### src/rtl/pte_pkg.sv
package pte_pkg;

  // Field positions inside the configuration word
  localparam int MODE_LSB  = 0;
  localparam int PSEL_LSB  = 8;
  localparam int PORT_LSB  = 13;
  localparam int POL_LSB   = 16;
  localparam int INIT_BIT  = 20;

  typedef enum logic [1:0] {
    MD_OFF  = 2'd0,
    MD_EVT  = 2'd1,
    MD_TASK = 2'd3
  } mode_e;

  typedef enum logic [1:0] {
    POL_NONE = 2'd0,
    POL_RISE = 2'd1,
    POL_FALL = 2'd2,
    POL_TOG  = 2'd3
  } pol_e;

  typedef struct packed {
    mode_e mode;
    pol_e  pol;
    logic  init;
  } chan_cfg_t;

endpackage

### src/rtl/pte_cfg_decode.sv
module pte_cfg_decode
  import pte_pkg::*;
#(
  parameter int CFG_W  = 32,
  parameter int PSEL_W = 5,
  parameter int PORT_W = 1,
  localparam int IDX_W = PSEL_W + PORT_W
) (
  input  logic [CFG_W-1:0] cfg_word,
  output chan_cfg_t        cfg,
  output logic [IDX_W-1:0] pin_idx
);

  always_comb begin
    cfg = '0;
    case (cfg_word[MODE_LSB +: 2])
      2'd1:    cfg.mode = MD_EVT;
      2'd3:    cfg.mode = MD_TASK;
      default: cfg.mode = MD_OFF;
    endcase
    cfg.pol  = pol_e'(cfg_word[POL_LSB +: 2]);
    cfg.init = cfg_word[INIT_BIT];
  end

  assign pin_idx = {cfg_word[PORT_LSB +: PORT_W], cfg_word[PSEL_LSB +: PSEL_W]};

endmodule

### src/rtl/pte_task_unit.sv
module pte_task_unit
  import pte_pkg::*;
(
  input  logic      clk,
  input  logic      rst_n,
  input  chan_cfg_t cfg,
  input  logic      tsk_set,
  input  logic      tsk_clr,
  input  logic      tsk_out,
  output logic      drive_q
);

  logic is_task;
  logic was_task_q;
  logic entry;
  logic drive_en;
  logic drive_d;

  assign is_task = (cfg.mode == MD_TASK);
  assign entry   = is_task & ~was_task_q;

  // Next-state: entry load, then configurable strobe, then clear, then set
  always_comb begin
    drive_en = 1'b0;
    drive_d  = drive_q;
    if (entry) begin
      drive_en = 1'b1;
      drive_d  = cfg.init;
    end else if (is_task) begin
      if (tsk_out) begin
        drive_en = 1'b1;
        case (cfg.pol)
          POL_RISE: drive_d = 1'b1;
          POL_FALL: drive_d = 1'b0;
          POL_TOG:  drive_d = ~drive_q;
          default:  drive_d = drive_q;
        endcase
      end else if (tsk_clr) begin
        drive_en = 1'b1;
        drive_d  = 1'b0;
      end else if (tsk_set) begin
        drive_en = 1'b1;
        drive_d  = 1'b1;
      end
    end
  end

  always_ff @(posedge clk or negedge rst_n) begin
    if (!rst_n) begin
      was_task_q <= 1'b0;
      drive_q    <= 1'b0;
    end else begin
      was_task_q <= is_task;
      if (drive_en) drive_q <= drive_d;
    end
  end

endmodule

### src/rtl/pte_event_unit.sv
module pte_event_unit
  import pte_pkg::*;
#(
  parameter int SYNC_STAGES = 2
) (
  input  logic      clk,
  input  logic      rst_n,
  input  chan_cfg_t cfg,
  input  logic      pin_lvl,
  output logic      evt_q
);

  logic [SYNC_STAGES-1:0] sync_q;
  logic [SYNC_STAGES-1:0] sync_d;
  logic                   hist_q;
  logic                   newest;
  logic                   rise;
  logic                   fall;
  logic                   evt_d;

  generate
    if (SYNC_STAGES == 1) begin : g_sync1
      assign sync_d = pin_lvl;
    end else begin : g_syncn
      assign sync_d = {sync_q[SYNC_STAGES-2:0], pin_lvl};
    end
  endgenerate

  assign newest = sync_q[SYNC_STAGES-1];
  assign rise   = newest & ~hist_q;
  assign fall   = ~newest & hist_q;

  always_comb begin
    evt_d = 1'b0;
    if (cfg.mode == MD_EVT) begin
      case (cfg.pol)
        POL_RISE: evt_d = rise;
        POL_FALL: evt_d = fall;
        POL_TOG:  evt_d = rise | fall;
        default:  evt_d = 1'b0;
      endcase
    end
  end

  always_ff @(posedge clk or negedge rst_n) begin
    if (!rst_n) begin
      sync_q <= '0;
      hist_q <= 1'b0;
      evt_q  <= 1'b0;
    end else begin
      sync_q <= sync_d;
      hist_q <= newest;
      evt_q  <= evt_d;
    end
  end

endmodule

### src/rtl/pte_pin_mux.sv
module pte_pin_mux
  import pte_pkg::*;
#(
  parameter int IDX_W = 6,
  localparam int NPINS = 1 << IDX_W
) (
  input  chan_cfg_t        cfg,
  input  logic [IDX_W-1:0] pin_idx,
  input  logic             drive_q,
  input  logic [NPINS-1:0] gpio_out,
  input  logic [NPINS-1:0] gpio_dir,
  output logic [NPINS-1:0] pad_out,
  output logic [NPINS-1:0] pad_dir,
  output logic [NPINS-1:0] pin_owned
);

  logic as_task;
  logic as_evt;

  assign as_task = (cfg.mode == MD_TASK);
  assign as_evt  = (cfg.mode == MD_EVT);

  for (genvar p = 0; p < NPINS; p++) begin : g_pin
    logic hit;
    assign hit          = (pin_idx == IDX_W'(p));
    assign pin_owned[p] = hit & (as_task | as_evt);
    assign pad_dir[p]   = (hit & as_task) ? 1'b1 :
                          (hit & as_evt)  ? 1'b0 : gpio_dir[p];
    assign pad_out[p]   = (hit & as_task) ? drive_q : gpio_out[p];
  end

endmodule

### src/rtl/pin_task_event_chan.sv
module pin_task_event_chan
  import pte_pkg::*;
#(
  parameter int CFG_W       = 32,
  parameter int PSEL_W      = 5,
  parameter int PORT_W      = 1,
  parameter int SYNC_STAGES = 2,
  localparam int IDX_W      = PSEL_W + PORT_W,
  localparam int NPINS      = 1 << IDX_W
) (
  input  logic             clk,
  input  logic             rst_n,
  input  logic [CFG_W-1:0] cfg_word,
  input  logic             tsk_set,
  input  logic             tsk_clr,
  input  logic             tsk_out,
  input  logic [NPINS-1:0] pin_in,
  input  logic [NPINS-1:0] gpio_out,
  input  logic [NPINS-1:0] gpio_dir,
  output logic [NPINS-1:0] pad_out,
  output logic [NPINS-1:0] pad_dir,
  output logic [NPINS-1:0] pin_owned,
  output logic             evt_pulse
);

  chan_cfg_t        cfg;
  logic [IDX_W-1:0] pin_idx;
  logic             drive_q;
  logic             pin_lvl;

  pte_cfg_decode #(.CFG_W(CFG_W), .PSEL_W(PSEL_W), .PORT_W(PORT_W)) u_dec (
    .cfg_word (cfg_word),
    .cfg      (cfg),
    .pin_idx  (pin_idx)
  );

  pte_task_unit u_task (
    .clk     (clk),
    .rst_n   (rst_n),
    .cfg     (cfg),
    .tsk_set (tsk_set),
    .tsk_clr (tsk_clr),
    .tsk_out (tsk_out),
    .drive_q (drive_q)
  );

  assign pin_lvl = pin_in[pin_idx];

  pte_event_unit #(.SYNC_STAGES(SYNC_STAGES)) u_evt (
    .clk     (clk),
    .rst_n   (rst_n),
    .cfg     (cfg),
    .pin_lvl (pin_lvl),
    .evt_q   (evt_pulse)
  );

  pte_pin_mux #(.IDX_W(IDX_W)) u_mux (
    .cfg       (cfg),
    .pin_idx   (pin_idx),
    .drive_q   (drive_q),
    .gpio_out  (gpio_out),
    .gpio_dir  (gpio_dir),
    .pad_out   (pad_out),
    .pad_dir   (pad_dir),
    .pin_owned (pin_owned)
  );

endmodule

### config.mk
export PLATFORM = sky130hd
export DESIGN_NAME = pin_task_event_chan
export DESIGN_NICKNAME = d
export VERILOG_FILES = /design/src/rtl/pte_pkg.sv /design/src/rtl/pte_cfg_decode.sv /design/src/rtl/pte_task_unit.sv /design/src/rtl/pte_event_unit.sv /design/src/rtl/pte_pin_mux.sv /design/src/rtl/pin_task_event_chan.sv
export SDC_FILE = /design/constraint.sdc
export NUM_CORES = 1
export LEC_CHECK = 0
export CAP_MARGIN = 10
export CORE_AREA = 2 2 165 167
export CTS_CLUSTER_DIAMETER = 60
export CTS_CLUSTER_SIZE = 14
export DETAILED_ROUTE_END_ITERATION = 12
export DIE_AREA = 0 0 167 169
export SLEW_MARGIN = 30
export SYNTH_ARGS = -nofsm -noshare
export SYNTH_HDL_FRONTEND = slang
export SYNTH_SLANG_ARGS = --single-unit
### constraint.sdc
create_clock -name clk -period 2.6 [get_ports clk]
set_input_delay 0.52 -clock clk [delete_from_list [all_inputs] [get_ports clk]]
set_output_delay 0.52 -clock clk [all_outputs]
set_load 0.05 [all_outputs]
# Yosys cells after proc, flatten, opt, wreduce, memory -nomap -nowiden
# Index checks and enable logic that the tools add are counted.
# word_totals
regBits,6
inputBits,229
output_inout_bits,193
# op_classes
n_lt_le_gt_ge,1
n_eq_ne,71
mux,208
bitwise,201
reduce_logical,4
# op_table
operator,n
1-bit two-way mux,204
1-bit bitwise AND,195
6-bit == test (second input constant),32
6-bit by 5-bit == test with 1-bit output (second input constant),16
6-bit by 4-bit == test with 1-bit output (second input constant),8
6-bit by 3-bit == test with 1-bit output (second input constant),4
6-bit by 2-bit == test with 1-bit output (second input constant),2
2-bit == test (second input constant),4
6-bit by 7-bit < comparator with 1-bit output (second input constant),1
1-bit binary-select mux with 6-bit select,1
2-bit by 1-bit == test with 1-bit output (second input constant),3
6-bit by 1-bit == test with 1-bit output (second input constant),1
6-bit zero test,1
1-bit case mux with 3 select lines,2
5-bit by 1-bit inequality test with 1-bit output (second input constant),1
1-bit inverter,4
2-bit case mux with 2 select lines,1
4-bit AND reduction,1
4-bit nonzero test,1
1-bit OR,2
2-bit nonzero test,1

# Logic depth before layout (Yosys ltp)
# Gate-level depths: netlist of the first run.
# depth
ltp_word,6
depth_mapped,7
mapped_depth_nobuf,6

# Cells and area by module
# From an unflattened synthesis of the first run, not the netlist that was laid out.
# hier_totals
cells_unflattened,504
area_unflattened_um2,3362.0
# by_module_without_submodules
mod,n_inst,cells_each,area_per_inst_um2,seq_area_each_um2
pte_pin_mux,1,403,2351.0,0.0
pin_task_event_chan,1,62,600.6,0.0
pte_task_unit,1,15,167.7,50.0
pte_event_unit,1,13,165.2,100.1
pte_cfg_decode,1,11,77.6,0.0

# Least setup slack after synthesis of the first run
# OpenSTA, ideal clock, no wires.
# synth_path
kind,in2out
start,input port cfg_word[8]
end,output port pad_out[35]
arrival_ns,3.302
required_ns,2.080
setup_slack_ns,-1.222
stages,6
cell_sequence,buf_6 > clkbuf_1 > nand2_1 > nor4_1 > nand2_1 > mux2_2
# synth_via
elab_chain_cells,3
# synth_rtl
item,line,source
"start, declared",pin_task_event_chan.sv:13,"input logic [CFG_W-1:0] cfg_word,"
6-bit == test,pte_pin_mux.sv:25,assign hit = (pin_idx == IDX_W'(p));
1-bit bitwise AND,pte_pin_mux.sv:29,assign pad_out[p] = (hit & as_task) ? drive_q : gpio_out[p];
1-bit two-way mux,pte_pin_mux.sv:29,
"end, declared",pin_task_event_chan.sv:20,"output logic [NPINS-1:0] pad_out,"
# Every way passes these cells.

# Worst setup path after layout of the first run
# layout_path
start,input port cfg_word[9]
end,output port pad_out[32]
# The elaborated chain is that of the path after synthesis.

==> results.md, run 1 <==
- Gr ovfl total: 0
- Yosys cell types: 35
- Clock transition at path regs: 0.03 ns
- Post-CTS Hold Buffers: 0
- Arr. time, crit path: 2.12 ns
- Filler Cell Count: 2529
- M1 WL: 10300 um
- Worst path required time: 2.08 ns
- Final worst-path setup slack: -0.0427 ns
- Hold Slack: 0.347 ns
- CTS Buf Count: 3
- Die H: 169 um
- Placed cell count: 1319
- Ys Warns: 0
- Slowest-stage cell, CP: or4_4
- Die X-Extent: 167 um
- Top post-synthesis cells by area: nand2_1, mux2_1, mux4_2
- Dpl hpwl: 21500 um
- Post-synth ARST share: 100%
- Critical path's most frequent cell: buf_8
- Pwr/cell area: 190 nW/um^2
- Fin crit share: 102%
- Post-synth EDFFs: 0
- Post-synth top area cell: nand2_1
- Initial core utilization: 11.4%
- Clk root buf: clkbuf_16
- Largest net degree at the start of global routing: 59
- Via count: 5555
- Layout cells sized above 1: 62.4%
- FF+latch count, synth: 6
- DR WL/cell: 19.1 um
- Initial antenna violation count: 2
- Diode count: 0
- Status: complete, but fails checks
- Fmax: 378 MHz
- Worst hold-check path type: flop to flop
- CP Max Fanout: 8
- Met2 WL post-DR: 14000 um
- CORE AREA: 26500 sq um
- Vias in the first global route: 5831
- First-pass GRT wire length: 36800 um
- Cells after synthesis: 457
- DRT Wirelength: 25800 um
- Final hold vios: 0
- Crit Path Class: primary input to output port
- Rows: 60
- Syn avg cell area: 6.60 sq um
- Port-buffer cells: 400
- Dpl ws: -0.585 ns
- Met3 WL: 1240 um
- DR iter-0 viols: 226
- GRT Total Usage: 17.2%
- Slew of the pin with the lowest slew margin: 0.670 ns
- Most frequent cell after synthesis: nand2_1
- MaxCap Viol Count: 0
- Clock sink total: 6
- Layout Nets: 1239
- Peak supply drop: 0.183 mV
- Via/cell ratio: 4.12
- Failing checks: negative setup slack
- Prevailing post-synth register cell: dfrtp_1
- Final core utilization: 42.8%
- ANT nets after route: 0
- Top Metal Used: met4
- Clock skew: 0.00405 ns
- Synth top cells by count: nand2_1, o21ai_0, nor2_1
- RSZ-0062 raised after global routing: true
- Syn nets: 688
- CTS Buffer Depth: 2
- Placed Area: 10700 sq um
- Fin crit period: 2.64 ns
- Final instance area: 11300 sq um
- Worst path max stage delay: 0.69 ns
- Final setup vio count: 10
- Final Wtd Congestion: 0.861
- Die area: 28200 sq um
- H-Tree Depth: 1
- Clock Latency Late Sink: 0.23 ns
- Seq/Total Area, Yosys: 4.98%
- Max-slew violation count: 0
- DRC: 0
- Drt pass-1 iters: 4
- Io pins: 422
- Slew HR: 55.3%
- Crit path launch type: primary input
- CP endpoint kind: output port
- CTS tree: yes
- Cell area after synthesis: 3020 sq um
- Leakage: 4.74 nW
- Area Overhead vs Synth: 276%
- Layout Cells excl Fill: 1348
- CP Cell Sequence: buf_8, buf_6, or4_4, nor2_4, nand2_2, mux2_4, buf_8
- Synth top area share: 15.0%
[kinds of logic after synthesis]
| family | synth area share [%] |
|---|---|
| simple gates | 35.2 |
| compound gates | 13.7 |
| fa+ha+maj | 0.829 |
| mux | 37.6 |
| flops | 4.97 |
| buf+inv | 7.67 |
[stage by stage]
stage | power (mW) | TNS, ns
6_report | 2.15 | -0.205
3_3_place_gp | 1.82 | -52.73
5_1_grt | 2.25 | -0.776
4_1_cts | 2.16 | -0.311
2_1_floorplan | 0.940 | -7.72
3_5_place_dp | 1.83 | -56.08
[registers in the layout (all words and copies together), names as in the netlist]
| register | cells |
|---|---|
| u_task.was_task_q | 1 |
| u_task.drive_q | 1 |
| u_evt.evt_q | 1 |
| u_evt.sync_q | 2 |
| u_evt.hist_q | 1 |
[layout by cell type (no fill, tap or decap), types with 6 or more instances in the layout]
| cell type | n |
|---|---|
| a21oi_1 | 6 |
| a22oi_1 | 8 |
| buf_12 | 156 |
| buf_4 | 178 |
| buf_6 | 43 |
| buf_8 | 12 |
| clkdlybuf4s50_1 | 200 |
| mux2_2 | 22 |
| mux2_4 | 45 |
| mux4_2 | 16 |
| nand2_1 | 48 |
| nand2_2 | 73 |
| nand3_1 | 7 |
| nor2_1 | 8 |
| nor2_4 | 57 |
| o21ai_0 | 59 |
[power breakdown]
group	internal, mW	switching, mW
combinational	0.898	0.880
sequential	0.106	0.0144
clock	0.203	0.0501
[worst max-delay path: cells and delay by family]
kind | cells | cell delay, ns
buf+inv | 3 | 0.37
mux | 1 | 0.31
simple gates | 3 | 0.92
[final timing paths]
check	startpoint	end	slack, ns	cells past startpoint
max	cfg_word[9]	pad_out[32]	-0.04	7
min	u_evt.sync_q[0]	u_evt.sync_q[1]	0.35	0
max reg2reg	u_evt.sync_q[1]	u_evt.evt_q	1.42	4
min reg2reg	u_evt.sync_q[0]	u_evt.sync_q[1]	0.35	0
max in group asynchronous	rst_n	u_task.drive_q	1.81	1
min in group asynchronous	rst_n	u_evt.evt_q	0.55	1
[final cells by class]
type | instances | area, sq um | area share, %
timing repair buffer | 595 | 7180 | 63.3
multi-input combinational | 398 | 3490 | 30.8
tap | 341 | 427 | 3.76
sequential | 6 | 151 | 1.33
clock buffer | 4 | 78.8 | 0.695
inverter | 4 | 15.0 | 0.132
[layer usage]
layer,track usage [%],vias up
met5,0,-
met4,1.50,0
met3,2.20,8
met2,34.0,203
met1,20.4,2646
li1,-,2698
[repair_timing]
| action | CTS | global route |
|---|---|---|
| resized for setup | 98 | 35 |
| pin swaps | 17 | 16 |
| setup buffers | 17 | 6 |
| setup endpoints to repair | 185 | 50 |
| cloned | 4 | 0 |
| endpoints found under the hold margin | 0 | 0 |
Note: power is estimated with default switching activity, not from simulation.
==> run 2: changes to the inputs <==
--- a/config.mk
+++ b/config.mk
@@ -8,7 +8,7 @@
 export CAP_MARGIN = 10
 export CORE_AREA = 2 2 165 167
 export CTS_CLUSTER_DIAMETER = 60
-export CTS_CLUSTER_SIZE = 14
+export CTS_CLUSTER_SIZE = 40
 export DETAILED_ROUTE_END_ITERATION = 12
 export DIE_AREA = 0 0 167 169
 export SLEW_MARGIN = 30
==> results of run 2 <==
Same layout as run 1: the final DEF is identical, and so are final timing and power.
